**src/rtl/ahbmon_pkg.sv**
```systemverilog
package ahbmon_pkg;
   typedef logic [1:0] code2_t;

   localparam code2_t TR_IDLE = 2'b00;
   localparam code2_t TR_BUSY = 2'b01;
   localparam code2_t TR_NSEQ = 2'b10;
   localparam code2_t TR_SEQ  = 2'b11;

   localparam code2_t RS_OKAY  = 2'b00;
   localparam code2_t RS_ERROR = 2'b01;
   localparam code2_t RS_RETRY = 2'b10;
   localparam code2_t RS_SPLIT = 2'b11;

   localparam int NUM_RESP  = 4;
   localparam int NUM_BURST = 8;
   localparam int NUM_SIZE  = 3;
   localparam int SIZE_W    = 3;
   localparam int BURST_W   = 3;
endpackage

```
**src/rtl/ahbmon_sat_cnt.sv**
```systemverilog
module ahbmon_sat_cnt #(
   parameter int W = 16
) (
   input  logic         clk,
   input  logic         rst_n,
   input  logic         inc,
   output logic [W-1:0] count
);
   localparam logic [W-1:0] TOP = '1;

   if (W < 2) begin : g_bad_width
      $error("ahbmon_sat_cnt: W must be at least 2");
   end

   always_ff @(posedge clk or negedge rst_n) begin
      if (!rst_n)
         count <= '0;
      else if (inc && count != TOP)
         count <= count + W'(1);
   end

   // a full counter never wraps
   a_r9_hold_at_top: assert property (@(posedge clk) disable iff (!rst_n)
      (count == TOP) |=> (count == TOP));

   // a counter only ever advances by one
   a_r9_step_one: assert property (@(posedge clk) disable iff (!rst_n)
      (count != $past(count)) |-> (count == $past(count) + W'(1)));
endmodule

```
**src/rtl/ahbmon_addr_dec.sv**
```systemverilog
module ahbmon_addr_dec
   import ahbmon_pkg::*;
(
   input  logic                 clk,
   input  logic                 rst_n,
   input  logic                 sel,
   input  code2_t               trans,
   input  logic                 write,
   input  logic [SIZE_W-1:0]    size,
   input  logic [BURST_W-1:0]   burst,
   input  logic                 ready,
   output logic                 total_inc,
   output logic                 idle_inc,
   output logic                 busy_inc,
   output logic                 read_inc,
   output logic                 write_inc,
   output logic [NUM_BURST-1:0] burst_inc,
   output logic [NUM_SIZE-1:0]  size_inc
);
   logic take;
   logic active;

   always_comb begin
      take      = ready && sel;
      active    = take && (trans == TR_NSEQ || trans == TR_SEQ);
      total_inc = take;
      idle_inc  = take && trans == TR_IDLE;
      busy_inc  = take && trans == TR_BUSY;
      read_inc  = active && !write;
      write_inc = active && write;
   end

   for (genvar b = 0; b < NUM_BURST; b++) begin : g_burst
      assign burst_inc[b] = take && trans == TR_NSEQ && burst == BURST_W'(b);
   end

   for (genvar s = 0; s < NUM_SIZE; s++) begin : g_size
      assign size_inc[s] = active && size == SIZE_W'(s);
   end

   // at most one burst kind counted per sampled phase
   a_r4_one_burst: assert property (@(posedge clk) disable iff (!rst_n)
      $onehot0(burst_inc));

   // a size class is only counted together with a read or write
   a_r5_size_needs_rw: assert property (@(posedge clk) disable iff (!rst_n)
      (|size_inc) |-> (read_inc || write_inc));
endmodule

```
**src/rtl/ahbmon_resp_trk.sv**
```systemverilog
module ahbmon_resp_trk
   import ahbmon_pkg::*;
#(
   parameter int LONG_WAITS = 2
) (
   input  logic                clk,
   input  logic                rst_n,
   input  logic                ready,
   input  logic                addr_active,
   input  code2_t              resp,
   output logic [NUM_RESP-1:0] resp_inc,
   output logic                long_inc,
   output logic                violation
);
   localparam int EW = $clog2(LONG_WAITS + 2);
   localparam logic [EW-1:0] RUN_TOP = '1;

   if (LONG_WAITS < 1) begin : g_bad_waits
      $error("ahbmon_resp_trk: LONG_WAITS must be at least 1");
   end

   logic          pending;
   logic [EW-1:0] err_run;
   logic          finishing;
   logic          err_done;

   assign finishing = ready && pending;
   assign err_done  = finishing && resp == RS_ERROR;
   assign long_inc  = err_done && (err_run > EW'(LONG_WAITS));

   for (genvar r = 0; r < NUM_RESP; r++) begin : g_resp
      assign resp_inc[r] = finishing && resp == 2'(r);
   end

   always_ff @(posedge clk or negedge rst_n) begin
      if (!rst_n)
         pending <= 1'b0;
      else if (ready)
         pending <= addr_active;
   end

   always_ff @(posedge clk or negedge rst_n) begin
      if (!rst_n)
         err_run <= '0;
      else if (pending && !ready && resp == RS_ERROR)
         err_run <= (err_run == RUN_TOP) ? err_run : err_run + EW'(1);
      else
         err_run <= '0;
   end

   always_ff @(posedge clk or negedge rst_n) begin
      if (!rst_n)
         violation <= 1'b0;
      else if (err_done && err_run == '0)
         violation <= 1'b1;
   end

   // the violation flag holds until reset
   a_r7_flag_sticky: assert property (@(posedge clk) disable iff (!rst_n)
      violation |=> violation);

   // responses are counted only on a ready edge, one kind at a time
   a_r6_resp_on_ready: assert property (@(posedge clk) disable iff (!rst_n)
      (|resp_inc) |-> (ready && $onehot(resp_inc)));
endmodule

```
**src/rtl/ahb_tgt_cov_mon.sv**
```systemverilog
module ahb_tgt_cov_mon
   import ahbmon_pkg::*;
#(
   parameter int CW         = 16,
   parameter int LONG_WAITS = 2
) (
   input  logic                          clk,
   input  logic                          rst_n,
   input  logic                          bus_sel,
   input  logic [1:0]                    bus_trans,
   input  logic                          bus_write,
   input  logic [2:0]                    bus_size,
   input  logic [2:0]                    bus_burst,
   input  logic                          bus_ready,
   input  logic [1:0]                    bus_resp,
   output logic [CW-1:0]                 o_xfer_total,
   output logic [CW-1:0]                 o_read_cnt,
   output logic [CW-1:0]                 o_write_cnt,
   output logic [CW-1:0]                 o_idle_cnt,
   output logic [CW-1:0]                 o_busy_cnt,
   output logic [NUM_RESP-1:0][CW-1:0]   o_resp_cnt,
   output logic [NUM_BURST-1:0][CW-1:0]  o_burst_cnt,
   output logic [NUM_SIZE-1:0][CW-1:0]   o_size_cnt,
   output logic [CW-1:0]                 o_long_err_cnt,
   output logic                          o_err_violation
);
   localparam int NUM_SCALAR = 5;

   if (CW < 2) begin : g_bad_cw
      $error("ahb_tgt_cov_mon: CW must be at least 2");
   end

   logic                 total_inc, idle_inc, busy_inc, read_inc, write_inc;
   logic [NUM_BURST-1:0] burst_inc;
   logic [NUM_SIZE-1:0]  size_inc;
   logic [NUM_RESP-1:0]  resp_inc;
   logic                 long_inc;

   ahbmon_addr_dec u_addr (
      .clk       (clk),
      .rst_n     (rst_n),
      .sel       (bus_sel),
      .trans     (bus_trans),
      .write     (bus_write),
      .size      (bus_size),
      .burst     (bus_burst),
      .ready     (bus_ready),
      .total_inc (total_inc),
      .idle_inc  (idle_inc),
      .busy_inc  (busy_inc),
      .read_inc  (read_inc),
      .write_inc (write_inc),
      .burst_inc (burst_inc),
      .size_inc  (size_inc)
   );

   ahbmon_resp_trk #(.LONG_WAITS(LONG_WAITS)) u_resp (
      .clk         (clk),
      .rst_n       (rst_n),
      .ready       (bus_ready),
      .addr_active (read_inc || write_inc),
      .resp        (bus_resp),
      .resp_inc    (resp_inc),
      .long_inc    (long_inc),
      .violation   (o_err_violation)
   );

   logic [NUM_SCALAR-1:0]         scalar_inc;
   logic [NUM_SCALAR-1:0][CW-1:0] scalar_cnt;

   assign scalar_inc   = {busy_inc, idle_inc, write_inc, read_inc, total_inc};
   assign o_xfer_total = scalar_cnt[0];
   assign o_read_cnt   = scalar_cnt[1];
   assign o_write_cnt  = scalar_cnt[2];
   assign o_idle_cnt   = scalar_cnt[3];
   assign o_busy_cnt   = scalar_cnt[4];

   for (genvar i = 0; i < NUM_SCALAR; i++) begin : g_scalar
      ahbmon_sat_cnt #(.W(CW)) u_cnt (
         .clk(clk), .rst_n(rst_n), .inc(scalar_inc[i]), .count(scalar_cnt[i]));
   end

   for (genvar r = 0; r < NUM_RESP; r++) begin : g_resp_cnt
      ahbmon_sat_cnt #(.W(CW)) u_cnt (
         .clk(clk), .rst_n(rst_n), .inc(resp_inc[r]), .count(o_resp_cnt[r]));
   end

   for (genvar b = 0; b < NUM_BURST; b++) begin : g_burst_cnt
      ahbmon_sat_cnt #(.W(CW)) u_cnt (
         .clk(clk), .rst_n(rst_n), .inc(burst_inc[b]), .count(o_burst_cnt[b]));
   end

   for (genvar s = 0; s < NUM_SIZE; s++) begin : g_size_cnt
      ahbmon_sat_cnt #(.W(CW)) u_cnt (
         .clk(clk), .rst_n(rst_n), .inc(size_inc[s]), .count(o_size_cnt[s]));
   end

   ahbmon_sat_cnt #(.W(CW)) u_long_cnt (
      .clk(clk), .rst_n(rst_n), .inc(long_inc), .count(o_long_err_cnt));

   // a long error is always also counted as an ERROR response
   a_r8_long_is_error: assert property (@(posedge clk) disable iff (!rst_n)
      long_inc |-> resp_inc[RS_ERROR]);

   // an unselected or stalled cycle changes no address-phase total
   a_r2_no_sample: assert property (@(posedge clk) disable iff (!rst_n)
      !(bus_sel && bus_ready) |=> $stable(o_xfer_total));
endmodule

```
**config.mk**
```make
export PLATFORM = sky130hd
export DESIGN_NAME = ahb_tgt_cov_mon
export DESIGN_NICKNAME = d
export VERILOG_FILES = /design/src/rtl/ahbmon_pkg.sv /design/src/rtl/ahbmon_sat_cnt.sv /design/src/rtl/ahbmon_addr_dec.sv /design/src/rtl/ahbmon_resp_trk.sv /design/src/rtl/ahb_tgt_cov_mon.sv
export SDC_FILE = /design/constraint.sdc
export NUM_CORES = 1
export LEC_CHECK = 0
export CAP_MARGIN = 10
export CORE_ASPECT_RATIO = 1.1
export CORE_MARGIN = 5
export CORE_UTILIZATION = 45
export DETAILED_ROUTE_END_ITERATION = 8
export DONT_BUFFER_PORTS = 1
export GPL_ROUTABILITY_DRIVEN = 0
export PLACE_DENSITY = 0.67
export SLEW_MARGIN = 20
export SYNTH_ARGS = -nofsm -noshare
export SYNTH_HDL_FRONTEND = slang
export SYNTH_HIERARCHICAL = 1
export SYNTH_SLANG_ARGS = --single-unit
```
**constraint.sdc**
```tcl
create_clock -name clk -period 2.9 [get_ports clk]
set_clock_uncertainty 0.1 [all_clocks]
set_input_delay 0 -clock clk [delete_from_list [all_inputs] [get_ports clk]]
set_output_delay 0 -clock clk [all_outputs]
set_load 0.05 [all_outputs]
```
==> results.cfg, run 1 <==
[cts]
clock_path_buffers = 3
cts-root-buf = clkbuf_16
cts_tree = built
htree_levels = 2
cts_sinks = 340
clk_pin_slew_worst_paths_ns = 0.06
holdBufCountCts = 21
cts_buffers = 40
insertion_delay_ns = 0.54

[yosys]
synth_top_area_share = 0.4605
synth_edf_count = 0
yosys.cell_count.top_type = dfrtp_1
syn_area_per_cell_um2 = 11.84
syn-num-nets = 1600
synth.largest_area_cell = dfrtp_1
postSynthCellCount = 1561
yosys_warnings = 6
synth_seq_cells = 340
synth_common_cells = dfrtp_1 (340), nand4_1 (168), nand3_1 (108), o21a_1 (105), xnor2_1 (105)
async_flop_share = 1.000
ys.flop_type = dfrtp_1
syn_area_mm2 = 0.01848
ys_top_cells_by_area = dfrtp_1 (46%), nand4_1 (5.7%), xnor2_1 (5.0%)
ys_seq_area_frac = 0.4605
synth.distinct_cells = 44

[layout]
areaGrowthSynthToFinish_pct = 19.49
antenna_cells = 0
drive_gt1_frac = 0.2592
finalNetCount = 1863

[timing]
period_needed_ns = 2.437
timing.hold.ws_ns = -0.9470
finalSetupViolCount = 0
drv_slew = 0
fin_tns_setup_ns = 0
fin_crit_sh = 0.8405
slew_headroom = 0.07520
hold_viol_final = 340
worstMarginPinSlew_ns = 1.387
clock.fmax_ghz = 0.4103
rsz0062_at_grt = no

[worst_setup_path]
cp-end-kind = register
cp.required_ns = 3.19
slowest_stage = dlygate4sd3_1
endpoint = g_burst_cnt[4].u_cnt/count[15]
r2r-start = g_resp_cnt[2].u_cnt/count[1]
reg2reg_depth = 5
cpMostUsedCell = dlygate4sd3_1
reg2reg_slack_ns = 0.67
start_kind = input pin
crit_type = in -> reg
cpPeakStageDelay_ns = 0.75
crit_path_cell_trace = dlygate4sd3_1, nand4b_4, nor4b_2, dlygate4sd3_1, nand4_1, nor4_4, and4b_1, a21oi_1
critPathLaunch = bus_trans[1]
cp_max_fo = 8
crit_arrival_ns = 2.73
reg2reg_to = g_resp_cnt[2].u_cnt/count[14]

[drt]
vias = 14598
vias_per_cell = 6.183
wl_mm = 49.51
drc = 0
drt_pass1_iterations = 5
dr.first_iter.drc_count = 946
wl_per_cell_um = 20.97
ant_nets = 0

[power]
peakVddDrop_v = 0.0006291
p_per_area_mw_per_mm2 = 549.3
total_leakage_power_uw = 0.01014
power.total_uw = 12130

[floorplanning]
num_rows = 77
dieArea_mm2 = 0.04521
die_width_um = 203.2
core_mm2 = 0.04037
initial_core_util = 0.4577
die_h_um = 222.5
pin_count = 352

[run_status]
failed_checks = hold timing
status = finished with violations

[global_route]
grt_pass1_vias = 14435
grt.overflow.total = 0
grt_util_all_layers = 0.2132
grt_max_degree = 341
antenna_found_initial = 2
grt_pass1_wl_mm = 80.52

[worst_hold_path]
hold_path_class = in -> async

[place]
hpwl_mm = 35.73
portBuffers = 0

[job]
maxCapViolCount = 0
## metal layers
layer,part of all wire,vias up,track usage
met1,0.39,7253,0.2587
met3,0.10,88,0.08297
met2,0.48,500,0.3529
met4,0.024,2,0.06355
li1,-,6755,-
met5,0.00026,-,0
## worst min-delay path by stage
stage / cells past startpoint / to / slack (ns)
finish: 0 / u_long_cnt/count[10] / -0.95
detailed placement: 0 / u_long_cnt/count[9] / -0.39
global placement: 0 / u_long_cnt/count[10] / -0.39
CTS: 0 / u_long_cnt/count[9] / -0.98
floorplan: 0 / g_burst_cnt[0].u_cnt/count[0] / -0.40
global route: 0 / u_long_cnt/count[9] / -0.98
## critical path: cells and delay by family
kind	cells	cell delay [ns]
buffers and inverters	2	1.39
AND/OR/NAND/NOR	5	1.26
AO/OA/AOI/OAI	1	0.07
## cell type report
class                      instances  area (um^2)
clock buffer                      53         1131
clock inverter                    13        95.09
fill                            3398        18290
inverter                           5        18.77
multi-input combinational       1215         9960
sequential                       340         8508
tap                              513        641.9
timing repair buffer             222         1722
## through the flow
stage / utilization / instance area, um^2 / worst slack (ns) / cells
6_report: 0.5469 / 22080 / 0.4626 / 2361
5_1_grt: 0.5469 / 22080 / 0.3055 / 2361
4_1_cts: 0.5468 / 22070 / 0.1612 / 2361
3_5_place_dp: 0.5112 / 20640 / 0.7456 / 2274
3_3_place_gp: 0.5112 / 20640 / 0.7655 / 2274
2_1_floorplan: - / 18480 / 0.9582 / 1561
## cell usage in the layout (no fill, tap or decap), drive strengths merged, types with 43 or more instances in the layout
cell,synthesis,layout
o21a,105,105
nand3,129,129
clkbuf,0,53
and4,63,63
a21oi,63,63
nand4,210,210
xor2,43,43
nor2,71,71
nand2,87,87
xnor2,105,105
nor4,44,44
dfrtp,340,340
a31oi,63,63
buf,1,201
## kinds of logic (layout without fill, tap and decap cells)
logic type | count (synthesis) | count (layout) | share of synthesized area
AO/OA/AOI/OAI | 316 | 316 | 0.1298
XOR/XNOR | 148 | 148 | 0.07016
adder cells (fa/ha/maj) | 24 | 24 | 0.01625
buffers and inverters | 6 | 293 | 0.001422
flip-flops | 340 | 340 | 0.4605
multiplexers | 23 | 23 | 0.01395
AND/OR/NAND/NOR | 704 | 704 | 0.3079
## what timing repair did
action / CTS / global route
gates resized for setup: 0 / 1
setup endpoints to repair: 0 / 1
hold endpoints to repair: 584 / 340
setup buffers: 0 / 0
## sequential cells by signal (all words and copies together), names as in the netlist
| register | flops |
|---|---|
| u_long_cnt/count | 16 |
| g_scalar.u_cnt/count | 80 |
| g_resp_cnt.u_cnt/count | 64 |
| u_resp/err_run | 2 |
| u_resp/violation | 1 |
| u_resp/pending | 1 |
| g_burst_cnt.u_cnt/count | 128 |
| g_size_cnt.u_cnt/count | 48 |
## power breakdown
part / switching (uW) / leakage (uW) / internal (uW) / total (uW)
Sequential: 634 / 0.00469 / 5000 / 5640
Combinational: 1200 / 0.00484 / 507 / 1710
Clock: 1970 / 0.000609 / 2810 / 4780
Total: 3810 / 0.0101 / 8320 / 12100
Power figures use the tool's default switching activity.
==> inputs of run 2 (changes only) <==
- clock period: 2.9 -> 2.5 ns (I/O delays scaled with it)
==> results.cfg, run 2 (synthesis results as in run 1) <==
[run_status]
status = finished with violations
failed_checks = hold timing

[global_route]
grt_max_degree = 341
grt_util_all_layers = 0.2181
grt_pass1_vias = 14999
grt.overflow.total = 0
antenna_found_initial = 2
grt_pass1_wl_mm = 81.58

[layout]
finalNetCount = 2004
mostFrequentLayoutCells = buf_4 (345), dfrtp_1 (340), nand4_1 (168)
biggestRegsByFlops = g_burst_cnt.u_cnt/count (128), g_scalar.u_cnt/count (80), g_resp_cnt.u_cnt/count (64)
top_register = g_burst_cnt.u_cnt/count
multi_input_area_mm2 = 0.009960
drive_gt1_frac = 0.3107
largest_reg_flops = 128
areaGrowthSynthToFinish_pct = 25.40
final_common_cell = buf_4
ff_latch_area_mm2 = 0.008508
fillers = 3395

[timing]
clock.fmax_ghz = 0.4303
drv_slew = 0
slew_headroom = 0.5831
hold_viol_final = 340
period_needed_ns = 2.324
fin_tns_setup_ns = 0
fin_crit_sh = 0.9295
rsz0062_at_grt = no
timing.hold.ws_ns = -0.9544
finalSetupViolCount = 0
worstMarginPinSlew_ns = 0.6253

[drt]
drc = 0
wl_mm = 50.86
vias_per_cell = 6.037
wl_per_cell_um = 20.32
dr.first_iter.drc_count = 944
vias = 15110
drt_pass1_iterations = 5
ant_nets = 0

[floorplanning]
initial_core_util = 0.4577
core_mm2 = 0.04037
dieArea_mm2 = 0.04521
num_rows = 77
die_width_um = 203.2
die_h_um = 222.5
pin_count = 352

[worst_setup_path]
crit_arrival_ns = 2.65
crit_family = buffers and inverters
reg2reg_to = g_burst_cnt[2].u_cnt/count[1]
crit_type = reg -> reg
crit_path_cell_trace = buf_4, and4_4, nand3_4, o31ai_4, dlygate4sd3_1, mux2_1
critPathLaunch = g_burst_cnt[2].u_cnt/count[11]
r2r-start = g_burst_cnt[2].u_cnt/count[11]
cp_max_fo = 5
cp-end-kind = register
cp.required_ns = 2.82
endpoint = g_burst_cnt[2].u_cnt/count[1]
cpPeakStageDelay_ns = 0.62
reg2reg_depth = 6
reg2reg_slack_ns = 0.18
start_kind = register
slowest_stage = dlygate4sd3_1
cp.buffers_inverters = 2
worst-path-stages = 6

[power]
p_per_area_mw_per_mm2 = 620.5
peakVddDrop_v = 0.0008428
total_leakage_power_uw = 0.01091

[cts]
postCtsSetupRepairBufs = 0
cts_sinks = 340
clk_pin_slew_worst_paths_ns = 0.06
insertion_delay_ns = 0.55
htree_levels = 2
clock_path_buffers = 3
cts_buffers = 39
holdBufCountCts = 19
cts-root-buf = clkbuf_16
cts_tree = built

[place]
portBuffers = 0
hpwl_mm = 37.98

[worst_hold_path]
hold_path_class = in -> async

[job]
maxCapViolCount = 0
[run 2: cell count changes in the layout (fill, tap and decap cells not counted), sizes merged]
cell | before | now
buf | 201 | 345
diode | 0 | 1
clkinvlp | 2 | 0
dlygate4sd3 | 20 | 18
clkbuf | 53 | 62
clkinv | 10 | 2
[run 2: how the worst min path moves through the flow]
stage | startpoint | to | cells after the start
6_report | rst_n | u_long_cnt/count[7] | 0
5_1_grt | rst_n | u_long_cnt/count[7] | 0
4_1_cts | rst_n | u_long_cnt/count[5] | 0
3_5_place_dp | rst_n | u_long_cnt/count[5] | 0
3_3_place_gp | rst_n | u_long_cnt/count[5] | 0
2_1_floorplan | rst_n | g_burst_cnt[0].u_cnt/count[0] | 0
[run 2: worst register-to-register path, stage by stage, from the launching register on]
cell and delay (ns):
dfrtp_1 0.37, buf_4 0.24, and4_4 0.26, nand3_4 0.12, o31ai_4 0.18, dlygate4sd3_1 0.62
mux2_1 0.33
[run 2: stage by stage]
stage | cells | setup WS [ns] | util | power (uW) | instance area, um^2
global placement | 2418 | 0.5352 | 0.5380 | 8753 | 21720
detailed placement | 2418 | 0.4910 | 0.5380 | 8825 | 21720
floorplan | 1561 | 0.5582 | - | 7938 | 18480
CTS | 2502 | 0.06159 | 0.5738 | 14560 | 23160
global route | 2503 | 0.08704 | 0.5739 | 14980 | 23170
finish | 2503 | 0.1762 | 0.5739 | 14380 | 23170
[run 2: layout make-up]
cell class                 count  area share
inverter                       5   0.0008101
timing repair buffer         364      0.1201
antenna                        1   0.0001080
multi-input combinational   1215      0.4299
tap                          513     0.02770
clock inverter                 3    0.001728
clock buffer                  62     0.05244
sequential                   340      0.3672
[run 2: layer usage]
layer / vias to the layer above / track usage / wire [um] / part of all wire
met3: 97 / 0.08982 / 5195 / 0.10
li1: 7029 / - / - / -
met2: 473 / 0.3607 / 24260 / 0.48
met4: 2 / 0.07617 / 1614 / 0.032
met1: 7509 / 0.2569 / 19780 / 0.39
met5: - / 0 / 13 / 0.00026
[run 2: where the power goes]
| part | switching, uW | internal, uW | leakage [uW] |
|---|---|---|---|
| registers | 237 | 5820 | 0.00469 |
| logic | 1960 | 733 | 0.00560 |
| clock network | 2220 | 3410 | 0.000618 |
| total | 4420 | 9960 | 0.0109 |
[run 2: timing repair]
action                     CTS  global route
hold endpoints to repair   579           340
setup endpoints to repair    0             9
gates resized for setup      0             1
